### src/rtl/adc_rd_pkg.sv
package adc_rd_pkg;
  localparam int unsigned RES_W  = 10;
  localparam int unsigned BUS_W  = 8;
  localparam int unsigned SYNC_N = 2;
  typedef enum logic {BYTE_HI = 1'b0, BYTE_LO = 1'b1} byte_sel_e;
endpackage

### src/rtl/adc_rd_sync.sv
module adc_rd_sync #(
  parameter int unsigned WIDTH  = 2,
  parameter int unsigned STAGES = 2
) (
  input  logic             clk_i,
  input  logic             rst_ni,
  input  logic [WIDTH-1:0] d_i,
  output logic [WIDTH-1:0] q_o
);
  logic [WIDTH-1:0] stg_q [STAGES];

  for (genvar s = 0; s < STAGES; s++) begin : g_stg
    always_ff @(posedge clk_i or negedge rst_ni) begin
      if (!rst_ni) stg_q[s] <= '1;
      else if (s == 0) stg_q[s] <= d_i;
      else stg_q[s] <= stg_q[(s == 0) ? 0 : s-1];
    end
  end

  assign q_o = stg_q[STAGES-1];
endmodule

### src/rtl/adc_rd_flag.sv
module adc_rd_flag #(
  parameter int unsigned SET_CYC = 4
) (
  input  logic clk_i,
  input  logic rst_ni,
  input  logic load_i,
  input  logic clr_i,
  output logic flag_o
);
  localparam int unsigned CNT_W = (SET_CYC < 2) ? 1 : $clog2(SET_CYC + 1);

  logic [CNT_W-1:0] win_q;
  logic             set_act;

  assign set_act = load_i || (win_q != '0);

  always_ff @(posedge clk_i or negedge rst_ni) begin
    if (!rst_ni) win_q <= '0;
    else if (load_i) win_q <= CNT_W'(SET_CYC - 1);
    else if (win_q != '0) win_q <= win_q - 1'b1;
  end

  always_ff @(posedge clk_i or negedge rst_ni) begin
    if (!rst_ni) flag_o <= 1'b0;
    else if (set_act) flag_o <= 1'b1;
    else if (clr_i) flag_o <= 1'b0;
  end


  load_sets_flag_chk: assert property (@(posedge clk_i) disable iff (!rst_ni)
    load_i |=> flag_o);

  window_holds_flag_chk: assert property (@(posedge clk_i) disable iff (!rst_ni)
    (win_q != '0) |=> flag_o);
endmodule

### src/rtl/adc_rd_mux.sv
module adc_rd_mux
  import adc_rd_pkg::*;
(
  input  logic [RES_W-1:0] res_i,
  input  byte_sel_e        sel_i,
  input  logic             oe_i,
  output logic [BUS_W-1:0] data_o
);
  localparam int unsigned LO_N = RES_W - BUS_W;

  logic [BUS_W-1:0] hi_b, lo_b;
  assign hi_b = res_i[RES_W-1 -: BUS_W];
  assign lo_b = {res_i[LO_N-1:0], {(BUS_W-LO_N){1'b0}}};

  always_comb begin
    data_o = '0;
    if (oe_i) data_o = (sel_i == BYTE_HI) ? hi_b : lo_b;
  end


  pad_zero_chk: assert final (!(oe_i && sel_i == BYTE_LO) || data_o[BUS_W-LO_N-1:0] == '0);
endmodule

### src/rtl/adc_rd_port.sv
module adc_rd_port
  import adc_rd_pkg::*;
#(
  parameter int unsigned SET_CYC = 4
) (
  input  logic             clk_i,
  input  logic             rst_ni,
  input  logic             cs_ni,
  input  logic             rd_ni,
  input  logic             load_i,
  input  logic [RES_W-1:0] result_i,
  output logic [BUS_W-1:0] data_o,
  output logic             data_oe_o,
  output logic             intr_no
);
  logic [1:0]       sync_q;
  logic             cs_s, rd_s, rd_en, rd_en_q;
  logic [RES_W-1:0] res_q;
  byte_sel_e        sel_q;
  logic             flag;

  adc_rd_sync #(.WIDTH(2), .STAGES(SYNC_N)) u_sync (
    .clk_i(clk_i), .rst_ni(rst_ni), .d_i({cs_ni, rd_ni}), .q_o(sync_q));

  assign cs_s  = sync_q[1];
  assign rd_s  = sync_q[0];
  assign rd_en = !cs_s && !rd_s;

  always_ff @(posedge clk_i or negedge rst_ni) begin
    if (!rst_ni) begin
      rd_en_q <= 1'b0;
      res_q   <= '0;
      sel_q   <= BYTE_HI;
    end else begin
      rd_en_q <= rd_en;
      if (load_i) begin
        res_q <= result_i;
        sel_q <= BYTE_HI;
      end else if (rd_en_q && !rd_en) begin
        sel_q <= (sel_q == BYTE_HI) ? BYTE_LO : BYTE_HI;
      end
    end
  end

  adc_rd_flag #(.SET_CYC(SET_CYC)) u_flag (
    .clk_i(clk_i), .rst_ni(rst_ni), .load_i(load_i), .clr_i(rd_en), .flag_o(flag));

  adc_rd_mux u_mux (.res_i(res_q), .sel_i(sel_q), .oe_i(rd_en), .data_o(data_o));

  assign data_oe_o = rd_en;
  assign intr_no   = !flag;


  idle_bus_zero_chk: assert property (@(posedge clk_i) disable iff (!rst_ni)
    !data_oe_o |-> data_o == '0);

  ptr_toggle_chk: assert property (@(posedge clk_i) disable iff (!rst_ni)
    ($rose(rd_s) && !cs_s && !load_i) |=> sel_q != $past(sel_q));

  ptr_hold_chk: assert property (@(posedge clk_i) disable iff (!rst_ni)
    (!rd_en_q && !load_i) |=> $stable(sel_q));
endmodule

### config.mk
export PLATFORM = sky130hd
export DESIGN_NAME = adc_rd_port
export DESIGN_NICKNAME = d
export VERILOG_FILES = /design/src/rtl/adc_rd_pkg.sv /design/src/rtl/adc_rd_sync.sv /design/src/rtl/adc_rd_flag.sv /design/src/rtl/adc_rd_mux.sv /design/src/rtl/adc_rd_port.sv
export SDC_FILE = /design/constraint.sdc
export NUM_CORES = 1
export LEC_CHECK = 0
export BUFFER_PORTS_ARGS = -buffer_cell sky130_fd_sc_hd__clkbuf_2
export CAP_MARGIN = 20
export CORE_MARGIN = 4
export CORE_UTILIZATION = 49
export CTS_CLUSTER_DIAMETER = 200
export DETAILED_ROUTE_END_ITERATION = 12
export HOLD_SLACK_MARGIN = 0.05
export PLACE_DENSITY_LB_ADDON = 0.25
export SLEW_MARGIN = 20
export SYNTH_ARGS = -nofsm -noshare
export SYNTH_HDL_FRONTEND = slang
export SYNTH_SLANG_ARGS = --single-unit
### constraint.sdc
create_clock -name clk_i -period 1.4 [get_ports clk_i]
set_input_delay 0.07 -clock clk_i [delete_from_list [all_inputs] [get_ports clk_i]]
set_output_delay 0.07 -clock clk_i [all_outputs]
set_load 0.03 [all_outputs]
# Yosys cells after proc, flatten, opt, wreduce, memory -nomap -nowiden
# Index checks and enable logic that the tools add are counted.
totals:
  regBits: 20
  inputBits: 15
  output_inout_bits: 10
  elab_cells: 28
op_classes:
  add_sub_neg: 1
  n_mux: 9
  n_reduce_logical: 11
ops:
  columns: ["cell", "n"]
  rows:
  - ["8-bit two-way mux", 2]
  - ["3-bit two-way mux", 2]
  - ["2-bit nonzero test", 3]
  - ["1-bit two-way mux", 5]
  - ["1-bit logical NOT", 4]
  - ["3-bit nonzero test", 1]
  - ["3-bit by 1-bit subtractor with 3-bit output (second input constant)", 1]
  - ["1-bit logical AND", 2]
  - ["1-bit logical OR", 1]

# Depth between registers and ports, before layout
# Gate-level depths: netlist of run 1.
logic_depth:
  ltp_word: 6
  mapped_depth: 5

# Modules after synthesis
# From an unflattened synthesis of run 1, not the netlist that was laid out.
unflattened:
  hier_cells: 66
  hier_area_um2: 868.3
by_module_without_submodules:
  columns: ["module", "n_inst", "cells_each", "area_per_inst_um2", "seq_area_each_um2"]
  rows:
  - ["adc_rd_port", 1, 29, 459.2, 300.3]
  - ["adc_rd_flag", 1, 20, 210.2, 100.1]
  - ["adc_rd_sync", 1, 6, 120.1, 105.1]
  - ["adc_rd_mux", 1, 11, 78.8, 0.0]

# Worst setup path before layout of run 1
# Ideal clock, no wire load.
synth_path:
  path_kind: "register to output"
  start: "reg sel_q"
  end: "out data_o[6]"
  arrival_time_ns: 1.205
  required_time_ns: 1.330
  path_slack_ns: 0.125
  path_stages_with_launch: 3
  cell_sequence: "dfrtp_1 mux2i_1 nor3_1"
synth_via:
  elab_chain_cells: 2
synth_lines:
  columns: ["item", "line", "text"]
  rows:
  - ["start, declared", "adc_rd_port.sv:19", "byte_sel_e sel_q;"]
  - ["start signal, assigned", "adc_rd_port.sv:40", "sel_q <= (sel_q == BYTE_HI) ? BYTE_LO : BYTE_HI;"]
  - ["8-bit two-way mux (2 in a row)", "adc_rd_mux.sv:17", "if (oe_i) data_o = (sel_i == BYTE_HI) ? hi_b : lo_b;"]
  - ["end, declared", "adc_rd_port.sv:12", "output logic [BUS_W-1:0] data_o,"]
# Every way passes these cells.

# Worst setup path after layout of run 1
layout_path:
  start: "reg u_sync.stg_q, in the netlist u_sync.q_o[0]"
  end: "out data_o[4]"
layout_via:
  elab_chain_cells: 3
layout_lines:
  columns: ["item", "line", "text"]
  rows:
  - ["start, declared", "adc_rd_sync.sv:10", "logic [WIDTH-1:0] stg_q [STAGES];"]
  - ["start signal, assigned by index", "adc_rd_sync.sv:15", "else if (s == 0) stg_q[s] <= d_i;"]
  - ["start signal, assigned by index", "adc_rd_sync.sv:16", "else stg_q[s] <= stg_q[(s == 0) ? 0 : s-1];"]
  - ["1-bit logical NOT", "adc_rd_port.sv:27", "assign rd_en = !cs_s && !rd_s;"]
  - ["1-bit logical AND", "adc_rd_port.sv:27", null]
  - ["8-bit two-way mux", "adc_rd_mux.sv:17", null]
# Every way passes these cells.

==> reports/metrics.cfg, run 1 <==
[run_status]
status=finished, final reports clean

[grt]
grt_usage_pct=14.3
grt_pass1_vias=604
grt_pass1_wl_um=2700
grt_max_degree=21
grt_overflow=0
antenna_found_initial=0

[worst_setup_path]
worst_r2r_path_depth=5
cp_slowest_cell=dfstp_2
startpoint=u_sync.q_o[0]
arrival_ns=1.31
start_kind=flop
r2r-start=u_flag.win_q[0]
path_cells=nor3_4 > and2_1 > clkbuf_8
end_kind=primary output
worst_path_largest_cell_delay_ns=0.42
path_class=reg2out
crit_fanout=6
worstReg2RegEnd=u_flag.win_q[1]
required_ns=1.33
r2r_slack_ns=0.21

[detailed_routing]
wl_per_cell_um=12.2
drt_iter0_drc=0
ant_nets=0
drc=0
dr.pass1.iters=1
via_per_inst=4.62
vias=577
wl_um=1530

[final_layout]
fillerInstances=94
area_growth_pct=40.7
multiInputGateArea_um2=328
antenna_cells=0
layout.nets=119
layout_common_cells=16 x clkbuf_2, 15 x dfrtp_1, 13 x dlygate4sd3_1
mostFrequentLayoutCell=clkbuf_2
drive_above_1_share_pct=44.6
design_area_mm2=0.00122
seq_area_um2=507

[timing]
hold_viol=0
finalMaxSlewViolations=0
fin_crit_sh_pct=98.8
worst_slack_ns=0.0167
worstMarginPinSlew_ns=0.476
rsz0062_at_grt=yes
timing.fmax_mhz=723
finalSetupViolCount=0
finalClockSkew_ns=0.00879
fin_crit_ns=1.38
maxSlewHeadroom_pct=68.3
whs_ns=0.222

[power]
intPower_mw=1.07
leakage_nw=0.593
p_comb_share_pct=18.6
ir_drop_mv=1.00
pwr-share-seq_pct=48.3
switching_power_mw=0.323
p_clk_share_pct=33.1
p_sw_share_pct=23.2
power_density_mw_per_mm2=1140
power_mw=1.39

[clocking]
clk_path_buf_depth=2
cts_sinks=20
htreeDepth=1
cts_buffers=3
clkTransAtPathRegs_ns=0.12
cts_setup_buffers=0
cts_tree=yes
clock-root-buffer=clkbuf_4
clkLatencyLatePin_ns=0.30

[synth]
avgSynthCellArea_um2=14.0
synthesis.area_um2=870
synthTopCellsByArea=dfrtp_1 46%, dfstp_2 12%, mux2_4 8.6%
synth_seq_cells=20
synth_top_area_share_pct=46.0
syn_inst=62
yosysWarnings=0
yosys.area.top_type=dfrtp_1
synth_nets=79
ys_seq_area_share_pct=58.1
synth.distinct_cells=19

[die]
die_h_um=50.1
initial_utilization_pct=54.6
die_area_mm2=0.00251
row_count=14
die_w_um=50.1
core-area_mm2=0.00159
ios=25

[flow_run]
max_cap_viol_count=0

[min_path]
hold_class=in2reg
holdCritStartpoint=load_i
hold_depth=2
hold_end=u_flag.win_q[2]

[placement]
dpl.hpwl_um=1030
gp_congestion=0.787
port-buffer-count=24
place_ws_ns=0.200
placed_area_um2=988

-- stage by stage --
| stage | util, % | std cells | TNS (ns) |
|---|---|---|---|
| finish | 76.8 | 125 | 0 |
| global route | 76.8 | 125 | -0.397 |
| CTS | 75.7 | 125 | 0 |
| detailed placement | 62.0 | 108 | 0 |
| global placement | 62.0 | 108 | 0 |
| floorplan | - | 62 | 0 |
-- cell families (layout without fill, tap and decap cells) --
group	Yosys count	after routing	synth area share (%)
AND/OR/NAND/NOR	17	17	11.2
buffers and inverters	5	44	4.89
flip-flops	20	20	58.1
XOR/XNOR	2	2	2.01
multiplexers	14	14	19.7
AO/OA/AOI/OAI	2	2	1.15
adder cells (fa/ha/maj)	2	2	2.88
-- metal layers --
metal | track usage (%) | up-vias | wire [um]
li1 | - | 280 | -
met3 | 6.93 | 2 | 99
met5 | 0 | - | 0
met2 | 22.6 | 15 | 740
met1 | 17.9 | 280 | 678
met4 | 2.76 | 0 | 8
-- what timing repair did --
item / in CTS / in global routing
hold buffers: 13 / 0
endpoints found under the hold margin: 32 / 0
gates cloned: 0 / 0
gates resized for setup: 10 / 11
pin swaps: 1 / 0
setup endpoints to repair: 6 / 8
-- synthesized netlist by cell type, drive strengths merged --
| cell type | count |
|---|---|
| nor2 | 5 |
| xor2 | 1 |
| buf | 2 |
| xnor2 | 1 |
| nand2b | 2 |
| dfstp | 4 |
| o21ai | 2 |
| mux2i | 4 |
| mux2 | 10 |
| dfrtp | 16 |
| and2 | 6 |
| nor3 | 3 |
| or2 | 1 |
| ha | 2 |
| inv | 3 |
-- registers in the layout, indices dropped and copies added, names as in the netlist --
register / count
u_flag.flag_o: 1
rd_en_q: 1
sel_q: 1
u_flag.win_q: 3
u_sync.q_o: 2
u_sync.stg_q: 2
res_q: 10
-- final cells by class --
type                    count  area share, %
inverters                   3          0.920
repair buffers             37           24.1
flip-flops and latches     20           41.4
clock inverters             1           2.45
multi-input cells          37           26.8
clock buffers               3           1.84
well taps                  24           2.45
-- critical path: cells and delay by family (launching register included) --
| kind | cells | cell delay, ns |
|---|---|---|
| buffers and inverters | 1 | 0.16 |
| flip-flops | 1 | 0.42 |
| AND/OR/NAND/NOR | 2 | 0.43 |
-- worst max-delay path by stage --
stage           endpoint  slack (ns)  cells after the start
2_1_floorplan  data_o[6]        0.12                      2
3_3_place_gp   data_o[4]        0.21                      3
3_5_place_dp   data_o[4]        0.20                      3
4_1_cts        data_o[4]       0.008                      3
5_1_grt        data_o[4]        -0.1                      3
6_report       data_o[4]        0.02                      3
-- power by group through the flow --
stage | registers, mW | logic (mW) | clock network [mW]
6_report | 0.672 | 0.259 | 0.461
3_3_place_gp | 0.679 | 0.211 | 0
2_1_floorplan | 0.671 | 0.166 | 0
3_5_place_dp | 0.680 | 0.216 | 0
5_1_grt | 0.679 | 0.286 | 0.506
4_1_cts | 0.673 | 0.254 | 0.473
Power figures use the tool's default switching activity.
==> run 2, diff against run 1 <==
ABC_AREA = 1   (was not set)
==> run 2 against run 1 <==
First-iteration DRC count rose by 10. Final area fell by 0.31%. Power fell by 6.3%. Worst hold slack improved by 0.020 ns. Synthesized cell count rose by 47%. Sequential cell count did not move. Via count rose by 19%. Fmax rose by 0.70%. Critical path type unchanged. Largest cell class unchanged. Wire length rose by 17%. Global-route usage rose by 0.20 points. Sequential power rose by 3.1%.
==> reports/metrics.cfg, run 2 <==
[run_status]
status=finished, final reports clean

[final_layout]
mostFrequentLayoutCell=nand2_1
area_growth_pct=36.9
largest_reg_flops=10  ; unchanged
drive_above_1_share_pct=35.9  ; -8.7 points
fillerInstances=140  ; +49%
layout_common_cells=21 x nand2_1, 16 x clkbuf_2, 15 x inv_1, 15 x dfrtp_1, 13 x dlygate4sd3_1
reg.largest.list=res_q: 10 flops, u_flag.win_q: 3 flops
final_util_pct=70.7  ; -6.1 points
antenna_cells=0  ; unchanged
regMostFlops=res_q
layout.nets=149  ; +25%

[synth]
ys_seq_area_share_pct=56.7  ; -1.4 points
avgSynthCellArea_um2=9.79  ; -30%
synth_most_common_cell=nand2_1
synthSimpleGateAreaFrac_pct=17.8  ; +6.6 points
synth.distinct_cells=19  ; unchanged
synthAdderAreaFrac_pct=2.81  ; -0.069 points
yosysWarnings=0  ; unchanged
synth_top_area_share_pct=44.9  ; -1.1 points
synth_nets=108  ; +37%
synth_top_family_by_area=simple AND/OR/NAND/NOR gates
synthMuxAreaShare_pct=0  ; -20 points
syn_inst=91  ; +47%
synthTopCellsByArea=dfrtp_1 45%, dfstp_2 12%, nand2_1 8.8%
synth_flop_cell=dfrtp_1
synth-edff-count=0  ; unchanged
synth_compound_area_share_pct=11.1  ; +9.9 points
synthesis.area_um2=891  ; +2.4%
synth_xor_area_share_pct=0.983  ; -1.0 points
synthTopCellsByCount=21 x nand2_1, 16 x dfrtp_1, 15 x inv_1
yosys.area.top_type=dfrtp_1
synthArstFlopShare_pct=100  ; unchanged
synth_seq_cells=20  ; unchanged

[grt]
grt_pass1_wl_um=2820  ; +4.1%
antenna_found_initial=0  ; unchanged
grt_usage_pct=14.5  ; +0.20 points
grt_pass1_vias=664  ; +9.9%
grt_max_degree=21  ; unchanged
grt_overflow=0  ; unchanged

[clocking]
clkTransAtPathRegs_ns=0.11  ; about the same
cts_buffers=3  ; unchanged
clk_path_buf_depth=2  ; unchanged
cts_tree=yes
htreeDepth=1  ; unchanged
clock-root-buffer=clkbuf_4
cts_sinks=20  ; unchanged
clkLatencyLatePin_ns=0.29  ; about the same

[detailed_routing]
vias=686  ; +19%
drc=0  ; unchanged
drt_iter0_drc=10  ; +10
ant_nets=0  ; unchanged
wl_per_cell_um=11.4  ; -6.6%
dr.pass1.iters=4  ; +3
wl_um=1780  ; +17%
via_per_inst=4.40  ; -4.7%

[flow_run]
max_cap_viol_count=0  ; unchanged

[min_path]
hold_end=res_q[8]
holdCritStartpoint=load_i
hold_depth=3  ; +1
hold_class=in2reg

[timing]
finalMaxSlewViolations=0  ; unchanged
timing.fmax_mhz=728  ; +0.70%
fin_crit_ns=1.37  ; -0.00964 ns
worst_slack_ns=0.0263  ; +0.00964 ns
finalClockSkew_ns=0.0108  ; +0.00197 ns
hold_viol=0  ; unchanged
fin_crit_sh_pct=98.1  ; -0.69 points
rsz0062_at_grt=yes
finalSetupViolCount=0  ; unchanged
whs_ns=0.242  ; +0.0204 ns
setup_tns_ns=0  ; unchanged
worstMarginPinSlew_ns=0.483  ; +0.00743 ns
maxSlewHeadroom_pct=67.8  ; -0.50 points

[worst_setup_path]
r2r-start=u_flag.win_q[0]
start_kind=flop
arrival_ns=1.30  ; about the same
worst_r2r_path_depth=6  ; +1
worstReg2RegEnd=u_flag.win_q[0]
path_class=reg2out
end_kind=primary output
required_ns=1.33  ; about the same
crit_fanout=6  ; unchanged
r2r_slack_ns=0.32  ; +0.11 ns

[die]
row_count=15  ; +1
initial_utilization_pct=51.6  ; -3.0 points
die_h_um=50.6  ; +1.0%
die_w_um=50.6  ; +1.0%
ios=25  ; unchanged
core-area_mm2=0.00173  ; +8.3%
die_area_mm2=0.00256  ; +2.1%

[placement]
port-buffer-count=24  ; unchanged
place_ws_ns=0.342  ; +0.142 ns
dpl.hpwl_um=1060  ; +3.6%
gp_congestion=0.726  ; -7.7%

[power]
leakage_nw=0.648  ; +9.4%
power_density_mw_per_mm2=1070  ; -6.0%
ir_drop_mv=0.689  ; -31%
power_mw=1.31  ; -6.3%

[run 2: changes by cell type in the layout (fill, tap and decap cells not counted), moves of 3 or more]
cell	before	now
mux2_4	5	0
and2_1	6	0
buf_4	1	6
o21ai_0	2	10
mux2i_1	4	0
nor2_2	0	4
mux2_2	5	0
o21ai_2	0	3
inv_1	3	15
nand2_1	0	21
[run 2: what timing repair did]
item | in CTS | in global routing
setup endpoints to repair | 1 | 8
buffers inserted | 0 | 1
resized for setup | 1 | 27
gates cloned | 0 | 0
pin swaps | 0 | 2
hold buffers | 13 | 0
endpoints found under the hold margin | 28 | 0
[run 2: cell families after synthesis]
kind of cell,count (synthesis)
XOR/XNOR,1
buffers and inverters,19
AND/OR/NAND/NOR,33
AO/OA/AOI/OAI,16
flip-flops,20
adder cells (fa/ha/maj),2
[run 2: worst max-delay path by stage]
stage | startpoint | end | slack (ns) | depth (start not counted)
global placement | u_sync.q_o[1] | data_o[0] | 0.36 | 4
detailed placement | u_sync.q_o[1] | data_o[3] | 0.34 | 4
global route | u_sync.q_o[0] | data_o[0] | -0.07 | 4
floorplan | u_sync.q_o[1] | data_o[0] | 0.15 | 3
CTS | u_sync.q_o[1] | data_o[0] | 0.008 | 4
finish | u_sync.q_o[0] | data_o[0] | 0.03 | 4
[run 2: final cells by class]
type	count	area (um^2)	area share (%)
clock buffers	4	26.3	2.15
inverters	17	71.3	5.85
multi-input cells	52	302	24.7
flip-flops and latches	20	507	41.5
well taps	25	31.3	2.56
repair buffers	38	283	23.2
[run 2: worst max-delay path: stages (launching register included)]
cell and delay, ns:
dfstp_2 0.40, nor2_4 0.20, nand2_4 0.11, nor2_1 0.12, buf_4 0.17
[run 2: per-layer routing]
layer	track usage (%)	routed length (um)	part of all wire [%]	vias to the layer above
met2	25.7	925	52	14
met4	4.04	10	0.56	0
met5	0	0	0	-
met1	17.6	763	43	312
li1	-	-	-	358
met3	3.26	80	4.5	2
[run 2: report_power, final]
part	internal (mW)	total, mW	switching (mW)
sequential	0.653	0.693	0.0396
clock	0.111	0.277	0.166
combinational	0.147	0.336	0.189
[run 2: stage by stage]
step                      instances  area, um^2
after floorplan                  91         891
after global placement          138        1020
after detailed placement        138        1020
after CTS                       155        1180
after global routing            156        1220
final                           156        1220
